[src/rtl/quad_crc_pkg.sv]
package quad_crc_pkg;

    // Operation applied to every lane register in a cycle
    typedef enum logic [1:0] {
        OP_HOLD  = 2'd0,
        OP_CLEAR = 2'd1,
        OP_STEP  = 2'd2,
        OP_SHIFT = 2'd3
    } lane_op_e;

endpackage

[src/rtl/crc_lane_reg.sv]
module crc_lane_reg
    import quad_crc_pkg::*;
#(
    parameter int unsigned    W    = 16,
    parameter logic [W-1:0]   POLY = 16'h1021
) (
    input  logic          clk,
    input  logic          rst_n,
    input  lane_op_e      op_i,
    input  logic          din_i,
    output logic [W-1:0]  crc_o
);

    typedef struct packed {
        logic [W-1:0] crc;
    } lane_state_t;

    lane_state_t st_d, st_q;
    logic        fb;

    always_comb begin
        st_d = st_q;
        fb   = st_q.crc[W-1] ^ din_i;
        unique case (op_i)
            OP_CLEAR: st_d.crc = '0;
            OP_STEP:  st_d.crc = {st_q.crc[W-2:0], 1'b0} ^ (fb ? POLY : '0);
            OP_SHIFT: st_d.crc = {st_q.crc[W-2:0], 1'b0};
            default:  st_d.crc = st_q.crc;
        endcase
    end

    always_ff @(posedge clk or negedge rst_n) begin
        if (!rst_n) begin
            st_q <= '0;
        end else begin
            st_q <= st_d;
        end
    end

    assign crc_o = st_q.crc;

    // a clear leaves the lane at zero
    p_clear_zero_r2: assert property (@(posedge clk) disable iff (!rst_n)
        op_i == OP_CLEAR |=> crc_o == '0);

    // idle cycles keep the lane
    p_hold_r3: assert property (@(posedge clk) disable iff (!rst_n)
        op_i == OP_HOLD |=> $stable(crc_o));

    // draining fills with zeros from the bottom
    p_shift_fill_r7: assert property (@(posedge clk) disable iff (!rst_n)
        op_i == OP_SHIFT |=> crc_o[0] == 1'b0);

endmodule

[src/rtl/crc_drain_ctrl.sv]
module crc_drain_ctrl #(
    parameter int unsigned BEATS = 16
) (
    input  logic                         clk,
    input  logic                         rst_n,
    input  logic                         clear_i,
    input  logic                         shift_req_i,
    output logic                         busy_o,
    output logic [$clog2(BEATS)-1:0]     beat_o
);

    localparam int unsigned    CW   = $clog2(BEATS);
    localparam logic [CW-1:0]  LAST = CW'(BEATS - 1);

    typedef struct packed {
        logic          busy;
        logic [CW-1:0] cnt;
    } drain_state_t;

    drain_state_t st_d, st_q;

    always_comb begin
        st_d = st_q;
        if (clear_i) begin
            st_d.busy = 1'b0;
            st_d.cnt  = '0;
        end else if (st_q.busy) begin
            if (st_q.cnt == LAST) begin
                st_d.busy = 1'b0;
                st_d.cnt  = '0;
            end else begin
                st_d.cnt = st_q.cnt + 1'b1;
            end
        end else if (shift_req_i) begin
            st_d.busy = 1'b1;
            st_d.cnt  = '0;
        end
    end

    always_ff @(posedge clk or negedge rst_n) begin
        if (!rst_n) begin
            st_q <= '0;
        end else begin
            st_q <= st_d;
        end
    end

    assign busy_o = st_q.busy;
    assign beat_o = st_q.cnt;

    // a request while idle opens a drain at beat zero
    p_start_r6: assert property (@(posedge clk) disable iff (!rst_n)
        !busy_o && shift_req_i && !clear_i |=> busy_o && beat_o == '0);

    // the drain closes after its last beat
    p_run_length_r6: assert property (@(posedge clk) disable iff (!rst_n)
        busy_o && beat_o == LAST && !clear_i |=> !busy_o);

    // a request during a drain does not restart the count
    p_no_restart_r8: assert property (@(posedge clk) disable iff (!rst_n)
        busy_o && beat_o != LAST && !clear_i |=> busy_o && beat_o == $past(beat_o) + 1'b1);

    // clear aborts a drain
    p_clear_abort_r2: assert property (@(posedge clk) disable iff (!rst_n)
        clear_i |=> !busy_o);

endmodule

[src/rtl/quad_lane_crc16.sv]
module quad_lane_crc16
    import quad_crc_pkg::*;
#(
    parameter int unsigned        LANES = 4,
    parameter int unsigned        CRC_W = 16,
    parameter logic [CRC_W-1:0]   POLY  = 16'h1021
) (
    input  logic                     clk,
    input  logic                     rst_n,
    input  logic                     clear_i,
    input  logic                     valid_i,
    input  logic [LANES-1:0]         nib_i,
    input  logic                     shift_i,
    output logic [LANES*CRC_W-1:0]   crc_o,
    output logic                     crc_ok_o,
    output logic                     ser_valid_o,
    output logic [LANES-1:0]         ser_nib_o
);

    localparam int unsigned BEAT_W = $clog2(CRC_W);

    lane_op_e            op;
    logic                busy;
    logic [BEAT_W-1:0]   beat;
    logic [CRC_W-1:0]    lane_crc [LANES];

    // Priority: clear, then drain, then data
    always_comb begin
        if (clear_i) begin
            op = OP_CLEAR;
        end else if (busy) begin
            op = OP_SHIFT;
        end else if (valid_i) begin
            op = OP_STEP;
        end else begin
            op = OP_HOLD;
        end
    end

    crc_drain_ctrl #(
        .BEATS (CRC_W)
    ) u_drain (
        .clk         (clk),
        .rst_n       (rst_n),
        .clear_i     (clear_i),
        .shift_req_i (shift_i),
        .busy_o      (busy),
        .beat_o      (beat)
    );

    for (genvar i = 0; i < LANES; i++) begin : g_lane
        crc_lane_reg #(
            .W    (CRC_W),
            .POLY (POLY)
        ) u_lane (
            .clk   (clk),
            .rst_n (rst_n),
            .op_i  (op),
            .din_i (nib_i[i]),
            .crc_o (lane_crc[i])
        );

        assign ser_nib_o[i] = busy & lane_crc[i][CRC_W-1];

        for (genvar k = 0; k < CRC_W; k++) begin : g_bit
            assign crc_o[k*LANES + i] = lane_crc[i][k];
        end
    end

    assign ser_valid_o = busy;
    assign crc_ok_o    = ~|crc_o;

    // a drain that ends on its own leaves every lane empty
    p_drain_zero_r7: assert property (@(posedge clk) disable iff (!rst_n)
        $fell(ser_valid_o) && !$past(clear_i) |-> crc_o == '0);

    // drained nibbles are quiet outside a drain
    p_ser_quiet_r6: assert property (@(posedge clk) disable iff (!rst_n)
        !ser_valid_o |-> ser_nib_o == '0);

    // beat counter runs only inside a drain
    p_beat_idle_r6: assert property (@(posedge clk) disable iff (!rst_n)
        !ser_valid_o |-> beat == '0);

endmodule

[config.mk]
export PLATFORM = sky130hd
export DESIGN_NAME = quad_lane_crc16
export DESIGN_NICKNAME = d
export VERILOG_FILES = /design/src/rtl/quad_crc_pkg.sv /design/src/rtl/crc_lane_reg.sv /design/src/rtl/crc_drain_ctrl.sv /design/src/rtl/quad_lane_crc16.sv
export SDC_FILE = /design/constraint.sdc
export NUM_CORES = 1
export LEC_CHECK = 0
export ABC_CLOCK_PERIOD_IN_PS = 1600
export CORE_ASPECT_RATIO = 1.75
export CORE_MARGIN = 2
export CORE_UTILIZATION = 45
export DETAILED_ROUTE_END_ITERATION = 10
export PLACE_DENSITY = 0.77
export SYNTH_ARGS = -nofsm -noshare
export SYNTH_HDL_FRONTEND = slang
export SYNTH_SLANG_ARGS = --single-unit
[constraint.sdc]
create_clock -name clk -period 1.6 [get_ports clk]
set_input_delay 0.32 -clock clk [delete_from_list [all_inputs] [get_ports clk]]
set_output_delay 0.32 -clock clk [all_outputs]
set_load 0.02 [all_outputs]
==> flow_summary.ini, run 1 <==
[layout]
layout-drive-gt1-share_pct = 36.5
stdcell_area_sq_mm = 0.00487
nets = 413
multi_input_area_sq_mm = 0.00132
final_common_cell = buf_4
final_cell_mix = buf_4 (88), dlygate4sd2_1 (65), dfrtp_1 (57)
nFillCells = 479
regArea_sq_mm = 0.00174
diodes = 0
areaGrowthSynthToFinish_pct = 59.4

[min_path]
hold_class = input port to async pin

[timing]
fin_skew_ns = 0.00695
hold_violations = 0
fin_crit_sh_pct = 129
worst_slack_ns = -0.470
worst_pin_slew_ns = 0.362
finalMaxSlewViolations = 0
rsz0062_at_grt = yes
max-slew-margin-rel_pct = 75.9
fin_tns_setup_ns = -0.470
setup_viol_count_final = 1
max_freq_mhz = 483
period_minus_slack_ns = 2.07

[route]
drc = 0
viasPerCell = 5.70
first_pass_iters = 4
drt-initial-drc-count = 227
routedWlPerCell_microns = 18.6
postRouteAntennaNets = 0
wl_mm = 9.12
dr_total_vias = 2791

[worst_setup_path]
critPathArrivalTime_ns = 1.75
worstSetupEndpointType = primary output
rr_worst_depth = 6
start_kind = flip-flop
timing.rr.start = u_drain.busy_o
required_ns = 1.28
r2r_end = g_lane[2].u_lane.crc_o[15]
crit_fanout = 2
r2r_setup_slack_ns = 0.16
crit_type = flip-flop to primary output

[placed_design]
place.gp.congestion = 0.856
pre_cts_slack_ns = -0.612
dp_hpwl_mm = 6.40
io_buffer_count = 78
place_area_sq_mm = 0.00458

[die]
core_region_area_sq_mm = 0.00654
rows = 39
io_pins = 79
die_width_microns = 66.3
dieArea_sq_mm = 0.00749
start_util_pct = 46.7
die_y_microns = 113

[cts]
clk_latency_ns = 0.33
cts_buffers = 9
clockBufferDepth = 2
clkTransAtPathRegs_ns = 0.06
root_buffer = clkbuf_16
clock-sinks = 69
cts_max_level = 3
cts_tree = yes

[synthesis]
synth_area_sq_mm = 0.00305
ys_seq_area_share_pct = 56.5
synth-edff-count = 0
synthMuxAreaShare_pct = 2.01
yosysTopAreaCell = dfrtp_1
synthFlopType = dfrtp_1
ys_async_sr_fraction_pct = 100
synth_compound_area_share_pct = 21.3
synth_top_area_share_pct = 56.5
synth_area_per_cell_sq_um = 12.6
synth_area_leaders = dfrtp_1 (57%), a22o_1 (15%), nor4_1 (3.5%), a2111oi_2 (2.5%), xor2_2 (2.1%)
yosysWarnings = 0
syn_inst = 242
synth-xor-area-share_pct = 3.28
synth_cell_types = 36
yosys.area_share.simple_pct = 12.3
ys_ff_latch = 69
yosys.area_share.adder_pct = 0.410
synth_top_family_by_area = compound AO/OA/AOI/OAI gates
synthesis.nets = 252

[grt]
grt-ovfl-total = 0
grtUsageTotal_pct = 26.4
grt_pass1_vias = 2881
grt_pass1_wl_mm = 14.8
grt_max_degree = 70
antenna_found_initial = 0

[pwr]
p_leak_nw = 2.61
power_mw = 4.63
peakVddDrop_v = 0.000975
power_density_mw_per_mm2 = 950

[status]
outcome = finished, violations left
violations = setup timing

[run]
cap_violations = 0
==> per-layer routing <==
layer  part of all wire, %  vias up  GRT usage (%)  routed length [microns]
li1                      -     1250              -                        -
met1                    36     1420           31.3                     3260
met2                    57      100           45.7                     5190
met3                   4.5       21           4.67                      409
met4                   2.9        0           12.0                      263
met5                     0        -              0                        0
==> area by class of cell <==
type                       count  area share (%)
multi-input combinational    153            27.0
inverter                       1          0.0771
clock buffer                  10            4.70
sequential                    69            35.8
clock inverter                 6            1.46
timing repair buffer         169            28.9
tap                           82            2.11
==> worst max-delay path by stage <==
stage                                     from       end  slack, ns  cells past startpoint
finish              g_lane[1].u_lane.crc_o[12]  crc_ok_o      -0.47                      4
global route        g_lane[1].u_lane.crc_o[13]  crc_ok_o      -0.51                      4
CTS                  g_lane[3].u_lane.crc_o[3]  crc_ok_o      -0.49                      4
detailed placement   g_lane[3].u_lane.crc_o[3]  crc_ok_o      -0.61                      4
global placement    g_lane[1].u_lane.crc_o[13]  crc_ok_o      -0.59                      4
floorplan           g_lane[3].u_lane.crc_o[13]  crc_ok_o      -0.03                      3
==> timing repair <==
action | 4_1_cts | 5_1_grt
endpoints found under the setup margin | 70 | 2
hold buffers | 0 | 0
pin swaps | 6 | 3
hold endpoints to repair | 0 | 0
resized for setup | 93 | 6
setup buffers | 0 | 0
==> critical path, cell delays in order (launching register included) <==
cell	delay (ns)
dfrtp_1	0.42
nor4_4	0.27
nand4_1	0.23
nor4_4	0.31
buf_4	0.18
==> logic make-up (layout without fill, tap and decap cells) <==
family	count (synthesis)	count (layout)
multiplexers	6	6
adder cells (fa/ha/maj)	1	1
XOR/XNOR	8	8
buffers and inverters	20	186
AND/OR/NAND/NOR	62	62
flip-flops	69	69
AO/OA/AOI/OAI	76	76
==> metrics by stage <==
stage,util [%],std cells,hold WS (ns)
floorplan,-,242,0.0244
global placement,70.1,474,0.363
detailed placement,70.1,474,0.371
CTS,74.0,490,0.0196
global route,74.5,490,0.0401
finish,74.5,490,0.00730
==> sequential cells by signal, indices dropped and copies added (netlist names) <==
name                 count
u_drain.beat_o           4
g_lane.u_lane.crc_o     64
u_drain.busy_o           1
==> where the power goes <==
group / total [mW] / switching (mW) / internal (mW)
Combinational: 0.805 / 0.440 / 0.365
Clock: 1.96 / 0.744 / 1.22
Sequential: 1.86 / 0.0500 / 1.81
==> synth_stat cells (5+ instances only) <==
cell type  count
a21oi_1        9
nor3_1        10
a22o_1        51
a2111oi_2      5
dfrtp_1       69
nor2_1         7
mux2i_1        5
nor4_1        17
buf_2         11
(Power assumes the default switching activity.)
==> inputs of run 2 (changes only) <==
--- a/config.mk
+++ b/config.mk
@@ -10,7 +10,8 @@
 export CORE_MARGIN = 2
 export CORE_UTILIZATION = 45
 export DETAILED_ROUTE_END_ITERATION = 10
-export PLACE_DENSITY = 0.77
+export HOLD_SLACK_MARGIN = 0.02
+export PLACE_DENSITY_LB_ADDON = 0.3
 export SYNTH_ARGS = -nofsm -noshare
 export SYNTH_HDL_FRONTEND = slang
 export SYNTH_SLANG_ARGS = --single-unit
==> flow_summary.ini, run 2 (synthesis gave the netlist of run 1 again) <==
[worst_setup_path]
crit_buf_inv = 1
required_ns = 1.28
worstSetupEndpointType = primary output
crit_family = simple AND/OR/NAND/NOR gates
cpMostUsedCell = nor4_4
crit_type = flip-flop to primary output
start_kind = flip-flop
max_stage_delay_ns = 0.43
crit_fanout = 2
crit_chain = nor4_4 > nand4_1 > nor4_4 > buf_4
cp_slowest_cell = dfrtp_2
critPathArrivalTime_ns = 1.78

[cts]
cts_max_level = 3
cts_tree = yes
cts_buffers = 9
clkTransAtPathRegs_ns = 0.05
clockBufferDepth = 2
clk_latency_ns = 0.33
clock-sinks = 69
root_buffer = clkbuf_16
post-cts-setup-buffer-count = 0

[layout]
multi_input_area_sq_mm = 0.00128
largest_reg_flops = 64
layout-drive-gt1-share_pct = 35.4
nets = 412
nFillCells = 501
utilization_pct = 74.0
final_cell_mix = buf_4 (86), dlygate4sd2_1 (65), dfrtp_1 (57)
areaGrowthSynthToFinish_pct = 58.5
final_common_cell = buf_4
diodes = 0
regArea_sq_mm = 0.00174

[route]
routedWlPerCell_microns = 18.2
drt-initial-drc-count = 205
first_pass_iters = 4
viasPerCell = 5.51
dr_total_vias = 2693
wl_mm = 8.90
postRouteAntennaNets = 0
drc = 0

[pwr]
p_seq_share_pct = 39.7
combPwrFrac_pct = 16.8
clkPwrFrac_pct = 43.5
sw_frac_of_total_pct = 25.4
p_leak_nw = 2.61
power_mw = 4.68
peakVddDrop_v = 0.000757
internal-power_mw = 3.49
switchingPower_mw = 1.19
power_density_mw_per_mm2 = 968

[grt]
grt_max_degree = 70
grt_pass1_vias = 2793
grt-ovfl-total = 0
antenna_found_initial = 0
grt_pass1_wl_mm = 14.3
grtUsageTotal_pct = 26.1

[placed_design]
io_buffer_count = 78
place.gp.congestion = 0.819
dp_hpwl_mm = 6.27

[status]
outcome = finished, violations left
violations = setup timing

[timing]
hold_slack_ns = 0.531
period_minus_slack_ns = 2.10
max-slew-margin-rel_pct = 75.6
worst_pin_slew_ns = 0.366
hold_violations = 0
rsz0062_at_grt = yes
setup_viol_count_final = 1
worst_slack_ns = -0.496
fin_crit_sh_pct = 131
fin_skew_ns = 0.00610
finalMaxSlewViolations = 0
max_freq_mhz = 477

[die]
die_y_microns = 113
start_util_pct = 46.7
die_width_microns = 66.3
rows = 39
io_pins = 79
core_region_area_sq_mm = 0.00654
dieArea_sq_mm = 0.00749

[run]
cap_violations = 0

[min_path]
hold_class = input port to async pin
-- run 2: changes by cell type in the layout (fill, tap and decap cells not counted), moves of 2 or more --
| cell | before | now |
|---|---|---|
| nor4_4 | 4 | 2 |
| buf_4 | 88 | 86 |
| nor4_1 | 6 | 9 |
| clkbuf_8 | 0 | 3 |
| clkinv_4 | 2 | 0 |
-- run 2: repair_timing --
| item | in CTS | in global routing |
|---|---|---|
| hold buffers | 1 | 0 |
| pin swaps | 5 | 2 |
| endpoints found under the hold margin | 37 | 0 |
| gates resized for setup | 94 | 0 |
| endpoints found under the setup margin | 70 | 2 |
-- run 2: cell type report --
| type | instances | share of cell area (%) |
|---|---|---|
| sequential | 69 | 36.0 |
| clock buffer | 13 | 5.58 |
| multi-input combinational | 153 | 26.4 |
| inverter | 1 | 0.0775 |
| clock inverter | 3 | 0.879 |
| timing repair buffer | 168 | 28.9 |
| tap | 82 | 2.12 |
-- run 2: final timing paths --
check | end | start | slack, ns | cells past startpoint
max in group asynchronous | g_lane[1].u_lane.crc_o[14] | rst_n | 0.74 | 3
worst min register to register | u_drain.beat_o[3] | u_drain.beat_o[3] | 0.57 | 1
worst min-delay path | g_lane[2].u_lane.crc_o[2] | rst_n | 0.53 | 3
min in group clk | u_drain.beat_o[3] | u_drain.beat_o[3] | 0.57 | 1
worst max register to register | g_lane[0].u_lane.crc_o[6] | u_drain.busy_o | 0.09 | 6
worst max-delay path | crc_ok_o | g_lane[3].u_lane.crc_o[11] | -0.50 | 4
-- run 2: power groups by stage --
stage                     Sequential, mW  Clock, mW  Combinational (mW)
after global placement              1.88          0               0.803
after CTS                           1.86       2.06               0.789
final                               1.86       2.04               0.786
after floorplan                     1.97          0               0.304
after detailed placement            1.88          0               0.818
after global routing                1.86       2.15               0.844
-- run 2: tightest hold or removal path: cells and delay by family --
family	cells	cell delay [ns]
buf+inv	3	0.95
-- run 2: per-layer routing --
layer / part of all wire (%) / vias up / track usage (%)
met1: 39 / 1354 / 30.4
met3: 3.9 / 8 / 6.16
met4: 1.7 / 0 / 10.2
met5: 0 / - / 0
li1: - / 1256 / -
met2: 56 / 75 / 45.3
-- run 2: through the flow --
stage                     std cells  TNS, ns  area (sq um)  setup WS, ns
after floorplan                 242  -0.0305          3080       -0.0305
after global placement          472    -5.05          4570        -0.578
after detailed placement        472    -5.64          4570        -0.643
after CTS                       489   -0.465          4840        -0.465
after global routing            489   -0.533          4840        -0.533
final                           489   -0.496          4840        -0.496
==> inputs of run 3 (changes only) <==
--- a/config.mk
+++ b/config.mk
@@ -7,11 +7,12 @@
 export LEC_CHECK = 0
 export ABC_CLOCK_PERIOD_IN_PS = 1600
 export CORE_ASPECT_RATIO = 1.75
-export CORE_MARGIN = 2
 export CORE_UTILIZATION = 45
 export DETAILED_ROUTE_END_ITERATION = 10
 export HOLD_SLACK_MARGIN = 0.02
 export PLACE_DENSITY_LB_ADDON = 0.3
+export SKIP_CTS_REPAIR_TIMING = 1
 export SYNTH_ARGS = -nofsm -noshare
 export SYNTH_HDL_FRONTEND = slang
 export SYNTH_SLANG_ARGS = --single-unit
+export TNS_END_PERCENT = 10
==> flow_summary.ini, run 3 (synthesis gave the netlist of run 1 again) <==
[worst_setup_path]
crit_type = flip-flop to primary output
r2r_end = g_lane[1].u_lane.crc_o[5]
r2r_setup_slack_ns = 0.17
critPathArrivalTime_ns = 1.80
rr_worst_depth = 4
crit_fanout = 2
start_kind = flip-flop
required_ns = 1.28
timing.rr.start = g_lane[1].u_lane.crc_o[15]
worstSetupEndpointType = primary output

[grt]
grt_max_degree = 70
grtUsageTotal_pct = 26.5
grt_pass1_wl_mm = 14.2
grt_pass1_vias = 2901
grt-ovfl-total = 0
antenna_found_initial = 0

[pwr]
power_density_mw_per_mm2 = 970
switchingPower_mw = 1.23
sw_frac_of_total_pct = 24.3
internal-power_mw = 3.82
combPwrFrac_pct = 16.7
clkPwrFrac_pct = 46.3
p_leak_nw = 3.55
p_seq_share_pct = 37.0
peakVddDrop_v = 0.000628

[timing]
fin_crit_sh_pct = 133
fin_skew_ns = 0.00651
worst_pin_slew_ns = 0.376
max_freq_mhz = 472
worst_slack_ns = -0.520
max-slew-margin-rel_pct = 75.0
hold_slack_ns = -0.0173
hold_violations = 8
setup_viol_count_final = 1
period_minus_slack_ns = 2.12
rsz0062_at_grt = yes
finalMaxSlewViolations = 0

[layout]
nFillCells = 385
final_common_cell = buf_4
areaGrowthSynthToFinish_pct = 70.2
regArea_sq_mm = 0.00174
multi_input_area_sq_mm = 0.00133
final_cell_mix = buf_4 (91), dlymetal6s2s_1 (67), dfrtp_1 (57)
largest_reg_flops = 64
diodes = 0
nets = 415
utilization_pct = 79.5
layout-drive-gt1-share_pct = 36.6

[status]
violations = hold timing, setup timing
outcome = finished, violations left

[cts]
cts_max_level = 3
clk_latency_ns = 0.33
clockBufferDepth = 2
cts_buffers = 9
clock-sinks = 69
root_buffer = clkbuf_16
clkTransAtPathRegs_ns = 0.06
cts_tree = yes

[die]
die_width_microns = 64.3
die_y_microns = 111
io_pins = 79
dieArea_sq_mm = 0.00713
core_region_area_sq_mm = 0.00654
rows = 39
start_util_pct = 46.7

[route]
drt-initial-drc-count = 261
first_pass_iters = 4
wl_mm = 9.54
dr_total_vias = 2854
viasPerCell = 5.80
routedWlPerCell_microns = 19.4
postRouteAntennaNets = 0
drc = 0

[placed_design]
dp_hpwl_mm = 6.15
pre_cts_slack_ns = -0.643
place.gp.congestion = 0.793
io_buffer_count = 78

[min_path]
hold_class = input port to async pin

[run]
cap_violations = 0
-- run 3: changes by cell type in the layout (fill, tap and decap cells not counted), moves of 3 or more --
cell and delta:
buf_2 -4, nor4_4 +3, buf_4 +5, nor4_1 -3, dlymetal6s2s_1 +67, dlygate4sd2_1 -65
-- run 3: how the worst max path moves through the flow --
stage                                     from       end
floorplan           g_lane[3].u_lane.crc_o[13]  crc_ok_o
global placement    g_lane[1].u_lane.crc_o[13]  crc_ok_o
detailed placement   g_lane[2].u_lane.crc_o[0]  crc_ok_o
CTS                  g_lane[2].u_lane.crc_o[0]  crc_ok_o
global route         g_lane[3].u_lane.crc_o[8]  crc_ok_o
finish               g_lane[3].u_lane.crc_o[8]  crc_ok_o
-- run 3: critical path: stages, from the launching register on --
cell,delay [ns]
dfrtp_2,0.41
nor4_1,0.35
nand4_1,0.23
nor4_4,0.30
buf_4,0.18
-- run 3: through the flow --
stage	instances	setup TNS [ns]	instance area, sq um	power, mW
global placement	474	-2.97	4570	2.68
detailed placement	474	-3.90	4570	2.70
floorplan	242	-0.0305	3080	2.28
global route	492	-0.635	5200	5.21
finish	492	-0.520	5200	5.05
CTS	490	-11.77	4930	5.03
-- run 3: final cells by class --
cell class,instances,area share [%]
inverters,1,0.0722
clock buffers,11,4.86
flip-flops and latches,69,33.5
multi-input cells,153,25.5
clock inverters,5,2.05
repair buffers,171,32.1
well taps,82,1.97
-- run 3: per-layer routing --
metal  wire, microns  GRT usage [%]  part of all wire [%]
met3             398           5.56                   4.2
met5               0              0                     0
met2            5280           45.1                    55
met1            3610           30.8                    38
met4             247           13.0                   2.6
-- run 3: power groups by stage --
stage	clock (mW)	sequential (mW)	combinational [mW]
floorplan	0	1.97	0.304
global placement	0	1.88	0.801
detailed placement	0	1.88	0.819
CTS	2.35	1.85	0.829
global route	2.44	1.87	0.895
finish	2.34	1.86	0.842
